File: src/rtl/intc_pkg.sv
package intc_pkg;
  localparam int CTRL_W = 8;
  localparam int VEC_W  = 8;
  localparam int LVL_W  = 3;
  localparam int PRIO_W = 5;
  localparam int ADDR_W = 5;
  localparam int DATA_W = 16;

  localparam logic [ADDR_W-1:0] A_MASK   = 5'h10;
  localparam logic [ADDR_W-1:0] A_PEND   = 5'h11;
  localparam logic [ADDR_W-1:0] A_WDVEC  = 5'h12;
  localparam logic [ADDR_W-1:0] A_SERA   = 5'h13;
  localparam logic [ADDR_W-1:0] A_SERB   = 5'h14;

  localparam logic [VEC_W-1:0] FALLBACK_VEC = 8'h0F;
  localparam logic [VEC_W-1:0] AUTO_BASE    = 8'd24;

  function automatic logic [CTRL_W-1:0] ctrl_reset(input int idx);
    if (idx >= 1 && idx <= 7) return CTRL_W'(4 * idx);
    else if (idx == 8)        return 8'h1C;
    else if (idx >= 9 && idx <= 11) return 8'h80;
    else                      return 8'h00;
  endfunction
endpackage

File: src/rtl/intc_pending.sv
module intc_pending #(
  parameter int NUM_SRC = 13
) (
  input  logic               clk,
  input  logic               rst,
  input  logic [NUM_SRC:1]   src_in,
  output logic [NUM_SRC:1]   pend_q
);
  always_ff @(posedge clk) begin
    if (rst) pend_q <= '0;
    else     pend_q <= src_in;
  end
endmodule

File: src/rtl/intc_regfile.sv
module intc_regfile
  import intc_pkg::*;
#(
  parameter int NUM_SRC = 13
) (
  input  logic                          clk,
  input  logic                          rst,
  input  logic                          we,
  input  logic [ADDR_W-1:0]             addr,
  input  logic [DATA_W-1:0]             wdata,
  input  logic [NUM_SRC:1]              pend,
  output logic [NUM_SRC:1][CTRL_W-1:0]  ctrl_q,
  output logic [NUM_SRC:0]              mask_q,
  output logic [VEC_W-1:0]              wdvec_q,
  output logic [VEC_W-1:0]              sera_q,
  output logic [VEC_W-1:0]              serb_q,
  output logic [DATA_W-1:0]             rdata
);
  localparam logic [NUM_SRC:0] MASK_RST = {{NUM_SRC{1'b1}}, 1'b0};

  always_ff @(posedge clk) begin
    if (rst) begin
      for (int i = 1; i <= NUM_SRC; i++) ctrl_q[i] <= ctrl_reset(i);
      mask_q  <= MASK_RST;
      wdvec_q <= FALLBACK_VEC;
      sera_q  <= '0;
      serb_q  <= '0;
    end else if (we) begin
      for (int i = 1; i <= NUM_SRC; i++)
        if (addr == ADDR_W'(i)) ctrl_q[i] <= wdata[CTRL_W-1:0];
      if (addr == A_MASK)  mask_q  <= wdata[NUM_SRC:0];
      if (addr == A_WDVEC) wdvec_q <= wdata[VEC_W-1:0];
      if (addr == A_SERA)  sera_q  <= wdata[VEC_W-1:0];
      if (addr == A_SERB)  serb_q  <= wdata[VEC_W-1:0];
    end
  end

  logic [DATA_W-1:0] rd_next;
  always_comb begin
    rd_next = '0;
    for (int i = 1; i <= NUM_SRC; i++)
      if (addr == ADDR_W'(i)) rd_next = DATA_W'(ctrl_q[i]);
    case (addr)
      A_MASK:  rd_next = DATA_W'(mask_q);
      A_PEND:  rd_next = DATA_W'({pend, 1'b0});
      A_WDVEC: rd_next = DATA_W'(wdvec_q);
      A_SERA:  rd_next = DATA_W'(sera_q);
      A_SERB:  rd_next = DATA_W'(serb_q);
      default: ;
    endcase
  end

  always_ff @(posedge clk) begin
    if (rst) rdata <= '0;
    else     rdata <= rd_next;
  end
endmodule

File: src/rtl/intc_select.sv
module intc_select
  import intc_pkg::*;
#(
  parameter int NUM_SRC  = 13,
  parameter int PRIO_MIN = 4,
  localparam int IDX_W   = $clog2(NUM_SRC + 1)
) (
  input  logic [NUM_SRC:1]              pend,
  input  logic [NUM_SRC:0]              mask,
  input  logic [NUM_SRC:1][CTRL_W-1:0]  ctrl,
  output logic                          win_valid,
  output logic [IDX_W-1:0]              win_idx,
  output logic [CTRL_W-1:0]             win_ctrl
);
  logic [NUM_SRC:1]  active;
  logic [PRIO_W-1:0] best;

  assign active = pend & ~mask[NUM_SRC:1];

  always_comb begin
    best     = '0;
    win_idx  = '0;
    win_ctrl = '0;
    for (int i = 1; i <= NUM_SRC; i++) begin
      if (active[i] && (ctrl[i][PRIO_W-1:0] > best)) begin
        best     = ctrl[i][PRIO_W-1:0];
        win_idx  = IDX_W'(i);
        win_ctrl = ctrl[i];
      end
    end
    win_valid = (best >= PRIO_W'(PRIO_MIN));
  end
endmodule

File: src/rtl/intc_output.sv
module intc_output
  import intc_pkg::*;
#(
  parameter int NUM_SRC  = 13,
  parameter int WDOG_SRC = 8,
  parameter int SERA_SRC = 12,
  parameter int SERB_SRC = 13,
  localparam int IDX_W   = $clog2(NUM_SRC + 1)
) (
  input  logic               clk,
  input  logic               rst,
  input  logic               win_valid,
  input  logic [IDX_W-1:0]   win_idx,
  input  logic [CTRL_W-1:0]  win_ctrl,
  input  logic [VEC_W-1:0]   wdvec,
  input  logic [VEC_W-1:0]   sera,
  input  logic [VEC_W-1:0]   serb,
  output logic [LVL_W-1:0]   irq_level,
  output logic [VEC_W-1:0]   irq_vector
);
  logic [LVL_W-1:0] lvl_next;
  logic [VEC_W-1:0] vec_next;

  always_comb begin
    lvl_next = win_ctrl[PRIO_W-1:PRIO_W-LVL_W];
    if (win_ctrl[CTRL_W-1])            vec_next = AUTO_BASE + VEC_W'(lvl_next);
    else if (win_idx == IDX_W'(WDOG_SRC)) vec_next = wdvec;
    else if (win_idx == IDX_W'(SERA_SRC)) vec_next = sera;
    else if (win_idx == IDX_W'(SERB_SRC)) vec_next = serb;
    else                               vec_next = FALLBACK_VEC;
    if (!win_valid) begin
      lvl_next = '0;
      vec_next = '0;
    end
  end

  always_ff @(posedge clk) begin
    if (rst) begin
      irq_level  <= '0;
      irq_vector <= '0;
    end else begin
      irq_level  <= lvl_next;
      irq_vector <= vec_next;
    end
  end
endmodule

File: src/rtl/lvl_vec_intc.sv
module lvl_vec_intc
  import intc_pkg::*;
#(
  parameter int NUM_SRC  = 13,
  parameter int PRIO_MIN = 4,
  parameter int WDOG_SRC = 8,
  parameter int SERA_SRC = 12,
  parameter int SERB_SRC = 13
) (
  input  logic                clk,
  input  logic                rst,
  input  logic [NUM_SRC:0]    src_in,
  input  logic                reg_we,
  input  logic [ADDR_W-1:0]   reg_addr,
  input  logic [DATA_W-1:0]   reg_wdata,
  output logic [DATA_W-1:0]   reg_rdata,
  output logic [LVL_W-1:0]    irq_level,
  output logic [VEC_W-1:0]    irq_vector
);
  localparam int IDX_W = $clog2(NUM_SRC + 1);

  logic [NUM_SRC:1]             pend_q;
  logic [NUM_SRC:1][CTRL_W-1:0] ctrl_q;
  logic [NUM_SRC:0]             mask_q;
  logic [VEC_W-1:0]             wdvec_q, sera_q, serb_q;
  logic                         win_valid;
  logic [IDX_W-1:0]             win_idx;
  logic [CTRL_W-1:0]            win_ctrl;

  intc_pending #(.NUM_SRC(NUM_SRC)) u_pend (
    .clk(clk), .rst(rst), .src_in(src_in[NUM_SRC:1]), .pend_q(pend_q)
  );

  intc_regfile #(.NUM_SRC(NUM_SRC)) u_regs (
    .clk(clk), .rst(rst), .we(reg_we), .addr(reg_addr), .wdata(reg_wdata),
    .pend(pend_q), .ctrl_q(ctrl_q), .mask_q(mask_q), .wdvec_q(wdvec_q),
    .sera_q(sera_q), .serb_q(serb_q), .rdata(reg_rdata)
  );

  intc_select #(.NUM_SRC(NUM_SRC), .PRIO_MIN(PRIO_MIN)) u_sel (
    .pend(pend_q), .mask(mask_q), .ctrl(ctrl_q),
    .win_valid(win_valid), .win_idx(win_idx), .win_ctrl(win_ctrl)
  );

  intc_output #(.NUM_SRC(NUM_SRC), .WDOG_SRC(WDOG_SRC),
                .SERA_SRC(SERA_SRC), .SERB_SRC(SERB_SRC)) u_out (
    .clk(clk), .rst(rst), .win_valid(win_valid), .win_idx(win_idx),
    .win_ctrl(win_ctrl), .wdvec(wdvec_q), .sera(sera_q), .serb(serb_q),
    .irq_level(irq_level), .irq_vector(irq_vector)
  );
endmodule

File: config.mk
export PLATFORM = sky130hd
export DESIGN_NAME = lvl_vec_intc
export DESIGN_NICKNAME = d
export VERILOG_FILES = /design/src/rtl/intc_pkg.sv /design/src/rtl/intc_pending.sv /design/src/rtl/intc_regfile.sv /design/src/rtl/intc_select.sv /design/src/rtl/intc_output.sv /design/src/rtl/lvl_vec_intc.sv
export SDC_FILE = /design/constraint.sdc
export NUM_CORES = 1
export LEC_CHECK = 0
export CORE_MARGIN = 4
export CORE_UTILIZATION = 34
export CTS_BUF_LIST = sky130_fd_sc_hd__clkbuf_8
export CTS_CLUSTER_SIZE = 24
export DETAILED_ROUTE_END_ITERATION = 6
export DONT_BUFFER_PORTS = 1
export SLEW_MARGIN = 20
export SYNTH_ARGS = -nofsm -noshare
export SYNTH_HDL_FRONTEND = slang
export SYNTH_SLANG_ARGS = --single-unit
File: constraint.sdc
create_clock -name clk -period 38 [get_ports clk]
set_clock_uncertainty 0.1 [all_clocks]
set_input_delay 3.8 -clock clk [delete_from_list [all_inputs] [get_ports clk]]
set_output_delay 3.8 -clock clk [all_outputs]
set_load 0.01 [all_outputs]
==> results of run 1 <==
==> routing by layer <==
metal | vias up | track usage (%)
met5 | - | 0
met2 | 364 | 29.1
li1 | 4793 | -
met1 | 4765 | 27.8
met4 | 0 | 6.18
met3 | 53 | 4.24
==> sequential cells by signal, summed over array words and instances, names as in the netlist, 8 cells and up <==
name,flops
u_regs.ctrl_q,104
u_regs.rdata,14
u_regs.sera_q,8
u_regs.mask_q,14
u_regs.serb_q,8
u_regs.wdvec_q,8
u_out.irq_vector,8
u_pend.pend_q,13
==> Yosys cell counts, drive strengths merged (31+ instances only) <==
master and count:
nand2 184, dfxtp 180, a21oi 138, nand3 132, clkbuf 83, nor2 62
inv 60, a22oi 50, o21ai 47, ha 44, and3 43, a211o 36
nor2b 31
==> worst max-delay path: cells and delay by family (launching register included) <==
kind / cells / cell delay [ns]
flops: 1 / 0.34
compound gates: 44 / 10.02
simple gates: 29 / 5.79
fa+ha+maj: 15 / 4.04
mux: 9 / 3.17
buf+inv: 10 / 0.84
==> worst paths after layout <==
path / endpoint / cells past startpoint / start
min reg2reg: u_regs.ctrl_q[54] / 2 / u_regs.ctrl_q[54]
max reg2reg: u_out.irq_vector[1] / 107 / u_pend.pend_q[1]
min: u_regs.ctrl_q[54] / 2 / u_regs.ctrl_q[54]
max: u_out.irq_vector[1] / 107 / u_pend.pend_q[1]
==> through the flow <==
stage	instances	total power [W]	hold WS, ns	utilization [%]
2_1_floorplan	1346	0.000215	0.335	-
3_3_place_gp	1667	0.000213	0.338	35.4
3_5_place_dp	1667	0.000214	0.344	35.4
4_1_cts	1698	0.000346	0.356	36.7
5_1_grt	1698	0.000356	0.383	36.7
6_report	1698	0.000345	0.360	36.7
==> cell families after synthesis <==
logic type                 count (synthesis)  synth area share [%]
and+or+nand+nor                          531                  24.4
AOI/OAI and AO/OA                        390                  25.7
DFF                                      180                  34.0
buffers and inverters                    150                  5.63
adders and majority gates                 49                  5.68
muxes                                     33                  3.63
xor gates and xnor gates                  11                 0.909
other                                      1                0.0354
==> power by group <==
group,total (W),switching [W],internal [W]
clock,0.000135,0.0000741,0.0000610
sequential,0.000193,0.00000254,0.000191
combinational,0.0000162,0.00000971,0.00000653
==> area by class of cell <==
type | instances | area [um^2]
Fill cell | 3168 | 19400
Inverter | 60 | 225
Clock buffer | 18 | 248
Sequential cell | 180 | 3600
Clock inverter | 13 | 146
Timing Repair Buffer | 15 | 113
Multi-Input combinational cell | 1016 | 6430
Tap cell | 396 | 495
==> results.toml, run 1 <==
[sta]
setup-tns-final_ns = 0
tightest_slew_ns = 1.08
fin_crit_sh_pct = 64.3
setup_slack_ns = 13.58
setup_violations = 0
min_period_ns = 24.42
hold_viol_final = 0
max-slew-margin-rel_pct = 27.9
slew_viol_final = 0
rsz0062_at_grt = "no"
fmax_mhz = 41.0

[floorplan]
ios = 65
fp.dieH_um = 185
dieArea_mm2 = 0.0340
initial_core_util_pct = 34.5
die_x_um = 185
coreArea_mm2 = 0.0307
rows = 64

[synth]
synth_edf_count = 0
syn_avg_cell_area_um2 = 7.88
synth_area_leader_cell = "dfxtp_1"
syn_inst = 1345
synth-seq-cells = 180
ys_seq_area_share_pct = 34.0
synthArstFlopShare_pct = 0
post_synth_instance_area_mm2 = 0.0106
yosys_warnings = 0
synth_cell_type_count = 89
synthTopCellsByArea = "dfxtp_1 34%, a21oi_1 6.5%, nand2_1 6.5%, nand3_1 6.2%, ha_1 5.2%"
synth_top_area_share_pct = 34.0
ys.flop_type = "dfxtp_1"

[setup_path]
start_kind = "flop"
max_stage_delay_ns = 0.72
regToRegSetupSlack_ns = 13.58
path_class = "flop to flop"
crit_path_end_kind = "flop"
path_max_fanout = 11
crit_required_ns = 38.25
arrival_ns = 24.67
cp_slowest_cell = "a21oi_1"
path_common_cell = "ha_1"

[drt]
top_layer = "met4"
wl_met2_mm = 15.2
route.detailed.drc = 1
dr.pass1.iters = 7
dr.first_iter.drc_count = 1274
vias = 9975
drt-met1-wl_mm = 15.1
wl_met3_mm = 2.66
vias_per_cell = 5.87
ant_nets = 0
wl_per_cell_um = 20.0
routed_wirelength_mm = 33.9

[final_layout]
layout_common_cells = "184 x nand2_1, 180 x dfxtp_1, 138 x a21oi_1"
layout_commonest_cell = "nand2_1"
design_area_mm2 = 0.0113
num_antenna_cells = 0
area_growth_pct = 6.30
drive_gt1_share_pct = 8.22
nets = 1372

[placed_design]
port_buffers = 0
gp_congestion = 0.934
hpwl_mm = 23.7
dpl_cell_area_mm2 = 0.0109
pre_cts_slack_ns = 13.81

[global_routing]
grt_pass1_wl_mm = 52.2
grt_use_total_pct = 19.4
grt_overflow_total = 0
antenna_found_initial = 0
grt_pass1_vias = 9045
grt_max_degree = 170

[min_path]
worstHoldPathType = "flop to flop"

[outcome]
status = "finished, violations left"
violations = "DRC"

[cts]
hold_buffers = 0
cts_tree = "yes"
cts_max_level = 4
clockRootBuffer = "clkbuf_8"
cts_buffers = 17
cts_resized = 0
post_cts_buffers = 0
cts_buffer_depth = 2
clock_sinks = 180
path_clk_slew_ns = 0.10
clock_latency_ns = 0.47

[power_and_ir_drop]
ir_worst_vdd_mv = 0.0293
p_leak_nw = 3.92
power.density_mw_per_mm2 = 30.6

[flow_run]
maxCapViolCount = 0
No activity file was read; power rests on OpenSTA's default activity.
==> inputs of run 2 (changes only) <==
Clock period 38 ns to 25.5 ns, I/O delays scaled along.
==> run 2 against run 1 <==
  * The run now ends clean
  * Sequential share of layout area down 0.16 points
  * Combinational power up 50%
  * Sequential power up 49%
  * Largest cell class unchanged
  * First-iteration DRC count down 2.8%
  * Non-clock buffer count up 1
==> results.toml, run 2 (same netlist as run 1, synthesis figures left out) <==
[placed_design]
port_buffers = 0
dpl.cell_count = 1668
gp_congestion = 0.939
hpwl_mm = 23.6

[global_routing]
use_met1_pct = 26.5
gr-usage-met2_pct = 30.2
grt_use_total_pct = 19.3
use_met3_pct = 4.42
grt_max_degree = 170
grt_overflow_total = 0
grt_pass1_wl_mm = 51.9
antenna_found_initial = 0
grt_pass1_vias = 9088
busiest_layer = "met2"

[final_layout]
drive_gt1_share_pct = 8.82
fill_cells = 3137
nets = 1373
largest_reg_flops = 104
post-route-util_pct = 36.9
top_register = "u_regs.ctrl_q"
layout_common_cells = "183 x nand2_1, 180 x dfxtp_1, 137 x a21oi_1"
num_antenna_cells = 0
layout_commonest_cell = "nand2_1"
area_growth_pct = 6.83
fin_cells = 1700
top_regs = "u_regs.ctrl_q (104), u_regs.mask_q (14), u_regs.rdata (14)"
seq_area_mm2 = 0.00360
multi_input_area_mm2 = 0.00646

[setup_path]
crit_required_ns = 25.75
reg2reg_from = "u_pend.pend_q[1]"
start_kind = "flop"
cp_slowest_cell = "or4b_2"
max_stage_delay_ns = 0.73
crit_path_end_kind = "flop"
path_max_fanout = 11
path_class = "flop to flop"
reg2reg_to = "u_out.irq_vector[2]"
reg2regPathDepth = 110
regToRegSetupSlack_ns = 1.91
arrival_ns = 23.84
path_common_cell = "ha_1"

[power_and_ir_drop]
power.density_mw_per_mm2 = 45.9
p_leak_nw = 3.93
ir_worst_vdd_mv = 0.0412

[floorplan]
die_x_um = 185
coreArea_mm2 = 0.0307
fp.dieH_um = 185
ios = 65
rows = 64
dieArea_mm2 = 0.0340
initial_core_util_pct = 34.5

[cts]
clock_sinks = 180
cts_max_level = 4
cts_buffers = 17
hold_buffers = 0
path_clk_slew_ns = 0.10
cts_tree = "yes"
clockRootBuffer = "clkbuf_8"
clock_latency_ns = 0.47
cts_buffer_depth = 2

[sta]
setup_violations = 0
hold_viol_final = 0
fmax_mhz = 42.4
rsz0062_at_grt = "no"
fin_crit_sh_pct = 92.5
max-slew-margin-rel_pct = 30.0
slew_viol_final = 0
setup-tns-final_ns = 0
tightest_slew_ns = 1.04
min_period_ns = 23.59

[min_path]
worstHoldPathType = "flop to flop"
whs_path_depth = 2
whs_endpoint = "u_regs.ctrl_q[102]"
hp-start = "u_regs.ctrl_q[102]"

[flow_run]
maxCapViolCount = 0

[drt]
dr.pass1.iters = 6
wl_per_cell_um = 19.8
dr.first_iter.drc_count = 1238
vias = 9934
routed_wirelength_mm = 33.7
vias_per_cell = 5.84
ant_nets = 0
route.detailed.drc = 0

[outcome]
status = "completed"
==> run 2: worst max-delay path by stage <==
| stage | from | end | slack (ns) | cells after the start |
|---|---|---|---|---|
| after floorplan | u_pend.pend_q[1] | u_out.irq_vector[7] | 4.64 | 108 |
| after global placement | u_pend.pend_q[1] | u_out.irq_vector[0] | 1.60 | 106 |
| after detailed placement | u_pend.pend_q[1] | u_out.irq_vector[2] | 1.23 | 107 |
| after CTS | u_pend.pend_q[1] | u_out.irq_vector[7] | 1.12 | 106 |
| after global routing | u_pend.pend_q[1] | u_out.irq_vector[0] | 0.002 | 110 |
| final | u_pend.pend_q[1] | u_out.irq_vector[2] | 1.91 | 110 |
==> run 2: where the power goes <==
part | switching [W] | leakage, nW | internal (W)
logic | 0.0000145 | 2.26 | 0.00000979
clock network | 0.000110 | 0.212 | 0.0000969
registers | 0.00000374 | 1.46 | 0.000284
total | 0.000129 | 3.93 | 0.000391
==> run 2: per-stage QoR <==
| stage | hold slack (ns) | setup slack [ns] | instance area (um^2) | total power, W |
|---|---|---|---|---|
| 2_1_floorplan | 0.335 | 4.64 | 10600 | 0.000321 |
| 3_3_place_gp | 0.338 | 1.60 | 10900 | 0.000318 |
| 3_5_place_dp | 0.342 | 1.23 | 10900 | 0.000318 |
| 4_1_cts | 0.354 | 1.12 | 11300 | 0.000522 |
| 5_1_grt | 0.378 | 0.00185 | 11300 | 0.000537 |
| 6_report | 0.360 | 1.91 | 11300 | 0.000520 |
==> run 2: layout make-up <==
type,count,share of cell area [%]
multi-input cells,1016,57.0
flip-flops and latches,180,31.8
well taps,396,4.38
clock buffers,20,2.43
inverters,60,1.99
clock inverters,12,1.25
repair buffers,16,1.06
==> run 2: timing repair <==
item	CTS	global route
endpoints found under the setup margin	0	8
resized for setup	0	7
setup buffers	0	0
==> run 2: routing by layer <==
metal	share of wire (%)	vias up
met3	6.8	35
met5	0	-
met1	45	4762
met4	2.2	0
li1	-	4802
met2	46	335
==> run 2: worst max-delay path, delay by kind of cell, from the launching register on <==
family | cells | cell delay (ns)
AO/OA/AOI/OAI | 46 | 10.05
adder cells (fa/ha/maj) | 15 | 3.93
buffers and inverters | 11 | 0.88
flip-flops | 1 | 0.34
multiplexers | 7 | 2.31
AND/OR/NAND/NOR | 31 | 5.84
==> inputs of run 3 (changes only) <==
--- a/config.mk
+++ b/config.mk
@@ -10,2 +10,3 @@
 export CTS_BUF_LIST = sky130_fd_sc_hd__clkbuf_8
+export CTS_CLUSTER_DIAMETER = 50
 export CTS_CLUSTER_SIZE = 24
@@ -16,2 +17,3 @@
 export SYNTH_HDL_FRONTEND = slang
+export SYNTH_HIERARCHICAL = 1
 export SYNTH_SLANG_ARGS = --single-unit
==> constraint.sdc (replaced) <==
create_clock -name clk -period 25.5 [get_ports clk]
set_clock_uncertainty 0.1 [all_clocks]
set_input_delay 6.375 -clock clk [delete_from_list [all_inputs] [get_ports clk]]
set_output_delay 6.375 -clock clk [all_outputs]
set_load 0.01 [all_outputs]
==> run 3 against run 2 <==
  * Flip-flop and latch count stayed put
  * Global-route usage is 1.3 points higher
  * Wire length is 14% higher
  * Clock-buffer cell count is 2 lower
  * Total power is 1.0% higher
  * Hold slack worse by 0.0022 ns
  * Core utilization is 0.81 points lower
  * Critical path depth is 17 lower
  * Critical path type unchanged
==> results.toml, run 3 <==
[outcome]
status = "completed"

[placed_design]
port_buffers = 0
hpwl_mm = 26.6
gp_congestion = 0.933
pre_cts_slack_ns = 1.87
dpl_cell_area_mm2 = 0.0117

[cts]
cts_buffer_depth = 2
clock_sinks = 180
cts_tree = "yes"
path_clk_slew_ns = 0.10
cts_max_level = 4
clockRootBuffer = "clkbuf_8"
clock_latency_ns = 0.47
cts_buffers = 17

[drt]
route.detailed.drc = 0
dr.pass1.iters = 5
vias = 10600
dr.first_iter.drc_count = 973
wl_per_cell_um = 21.1
vias_per_cell = 5.82
ant_nets = 0
routed_wirelength_mm = 38.4

[final_layout]
fill_cells = 3495
layout_commonest_cell = "dfxtp_1"
multi_input_area_mm2 = 0.00719
largest_reg_flops = 104
seq_area_mm2 = 0.00360
drive_gt1_share_pct = 9.93
nets = 1432
area_growth_pct = 4.73
num_antenna_cells = 0
design_area_mm2 = 0.0121
top_regs = "u_regs/ctrl_q (104), u_regs/mask_q (14), u_regs/rdata (14)"
layout_common_cells = "180 x dfxtp_1, 173 x nand2_1, 121 x nor2_1"
top_register = "u_regs/ctrl_q"

[global_routing]
grt_max_degree = 128
grt_pass1_vias = 9964
antenna_found_initial = 0
grt_overflow_total = 0
grt_use_total_pct = 20.5
grt_pass1_wl_mm = 59.2

[sta]
hold_viol_final = 0
tightest_slew_ns = 1.10
setup_violations = 0
fmax_mhz = 41.9
setup-tns-final_ns = 0
slew_viol_final = 0
min_period_ns = 23.87
rsz0062_at_grt = "no"
max-slew-margin-rel_pct = 26.9
setup_slack_ns = 1.63
fin_crit_sh_pct = 93.6

[floorplan]
initial_core_util_pct = 34.5
rows = 67
fp.dieH_um = 192
die_x_um = 192
dieArea_mm2 = 0.0369
coreArea_mm2 = 0.0334
ios = 65

[setup_path]
path_common_cell = "ha_1"
cp_slowest_cell = "or4b_4"
start_kind = "flop"
arrival_ns = 24.13
max_stage_delay_ns = 0.65
path_class = "flop to flop"
path_max_fanout = 12
crit_path_end_kind = "flop"
crit_required_ns = 25.76

[power_and_ir_drop]
p_comb_share_pct = 7.6
seq_power_share_pct = 55.0
clkPwrFrac_pct = 37.4
p_switching_w = 0.000142
sw_frac_of_total_pct = 27.1
power.density_mw_per_mm2 = 43.5
p_int_w = 0.000383
power_w = 0.000525
p_leak_nw = 4.46
ir_worst_vdd_mv = 0.0344

[synth]
syn_inst = 1428
post_synth_instance_area_mm2 = 0.0115
yosys_warnings = 6
syn_avg_cell_area_um2 = 8.07

[min_path]
worstHoldPathType = "flop to flop"

[flow_run]
maxCapViolCount = 0
## run 3: metrics by stage
stage / util (%) / hold slack, ns / instances
after floorplan: - / 0.331 / 1429
after global routing: 36.1 / 0.374 / 1818
after detailed placement: 34.9 / 0.341 / 1786
final: 36.1 / 0.358 / 1818
after global placement: 34.9 / 0.335 / 1786
after CTS: 36.1 / 0.355 / 1818
## run 3: routing by layer
| metal | vias up | global-route usage [%] | wire length (um) |
|---|---|---|---|
| li1 | 4987 | - | - |
| met4 | 0 | 6.09 | 1090 |
| met1 | 5085 | 27.6 | 17000 |
| met3 | 70 | 2.76 | 2390 |
| met5 | - | 0 | 0 |
| met2 | 438 | 34.3 | 18000 |
## run 3: critical path: cells and delay by family (launching register included)
family          cells  cell delay (ns)
compound gates     33             8.98
fa+ha+maj          13             3.83
buf+inv             7             0.66
flops               1             0.38
mux                 9             2.74
simple gates       31             7.00
## run 3: power groups by stage
stage	sequential (W)	clock (W)	combinational (W)
2_1_floorplan	0.000294	0	0.0000393
3_3_place_gp	0.000295	0	0.0000384
3_5_place_dp	0.000295	0	0.0000386
4_1_cts	0.000289	0.000201	0.0000389
5_1_grt	0.000289	0.000212	0.0000427
6_report	0.000289	0.000196	0.0000399
## run 3: cell type report
cell class | count | area share, %
well taps | 448 | 4.64
multi-input cells | 1080 | 59.5
flip-flops and latches | 180 | 29.8
repair buffers | 10 | 0.622
inverters | 68 | 2.11
clock buffers | 18 | 2.05
clock inverters | 14 | 1.19
## run 3: worst paths after layout
path / from / endpoint / slack [ns] / cells past startpoint
min reg2reg: u_regs/ctrl_q[22] / u_regs/ctrl_q[22] / 0.36 / 2
min: u_regs/ctrl_q[22] / u_regs/ctrl_q[22] / 0.36 / 2
max reg2reg: u_pend/pend_q[1] / u_out/irq_vector[1] / 1.63 / 93
max: u_pend/pend_q[1] / u_out/irq_vector[1] / 1.63 / 93
## run 3: repair_timing
| action | 4_1_cts | 5_1_grt |
|---|---|---|
| setup endpoints to repair | 0 | 7 |
| hold endpoints to repair | 0 | 0 |
| buffers inserted | 0 | 0 |
| resized for setup | 0 | 1 |
| hold buffers | 0 | 0 |
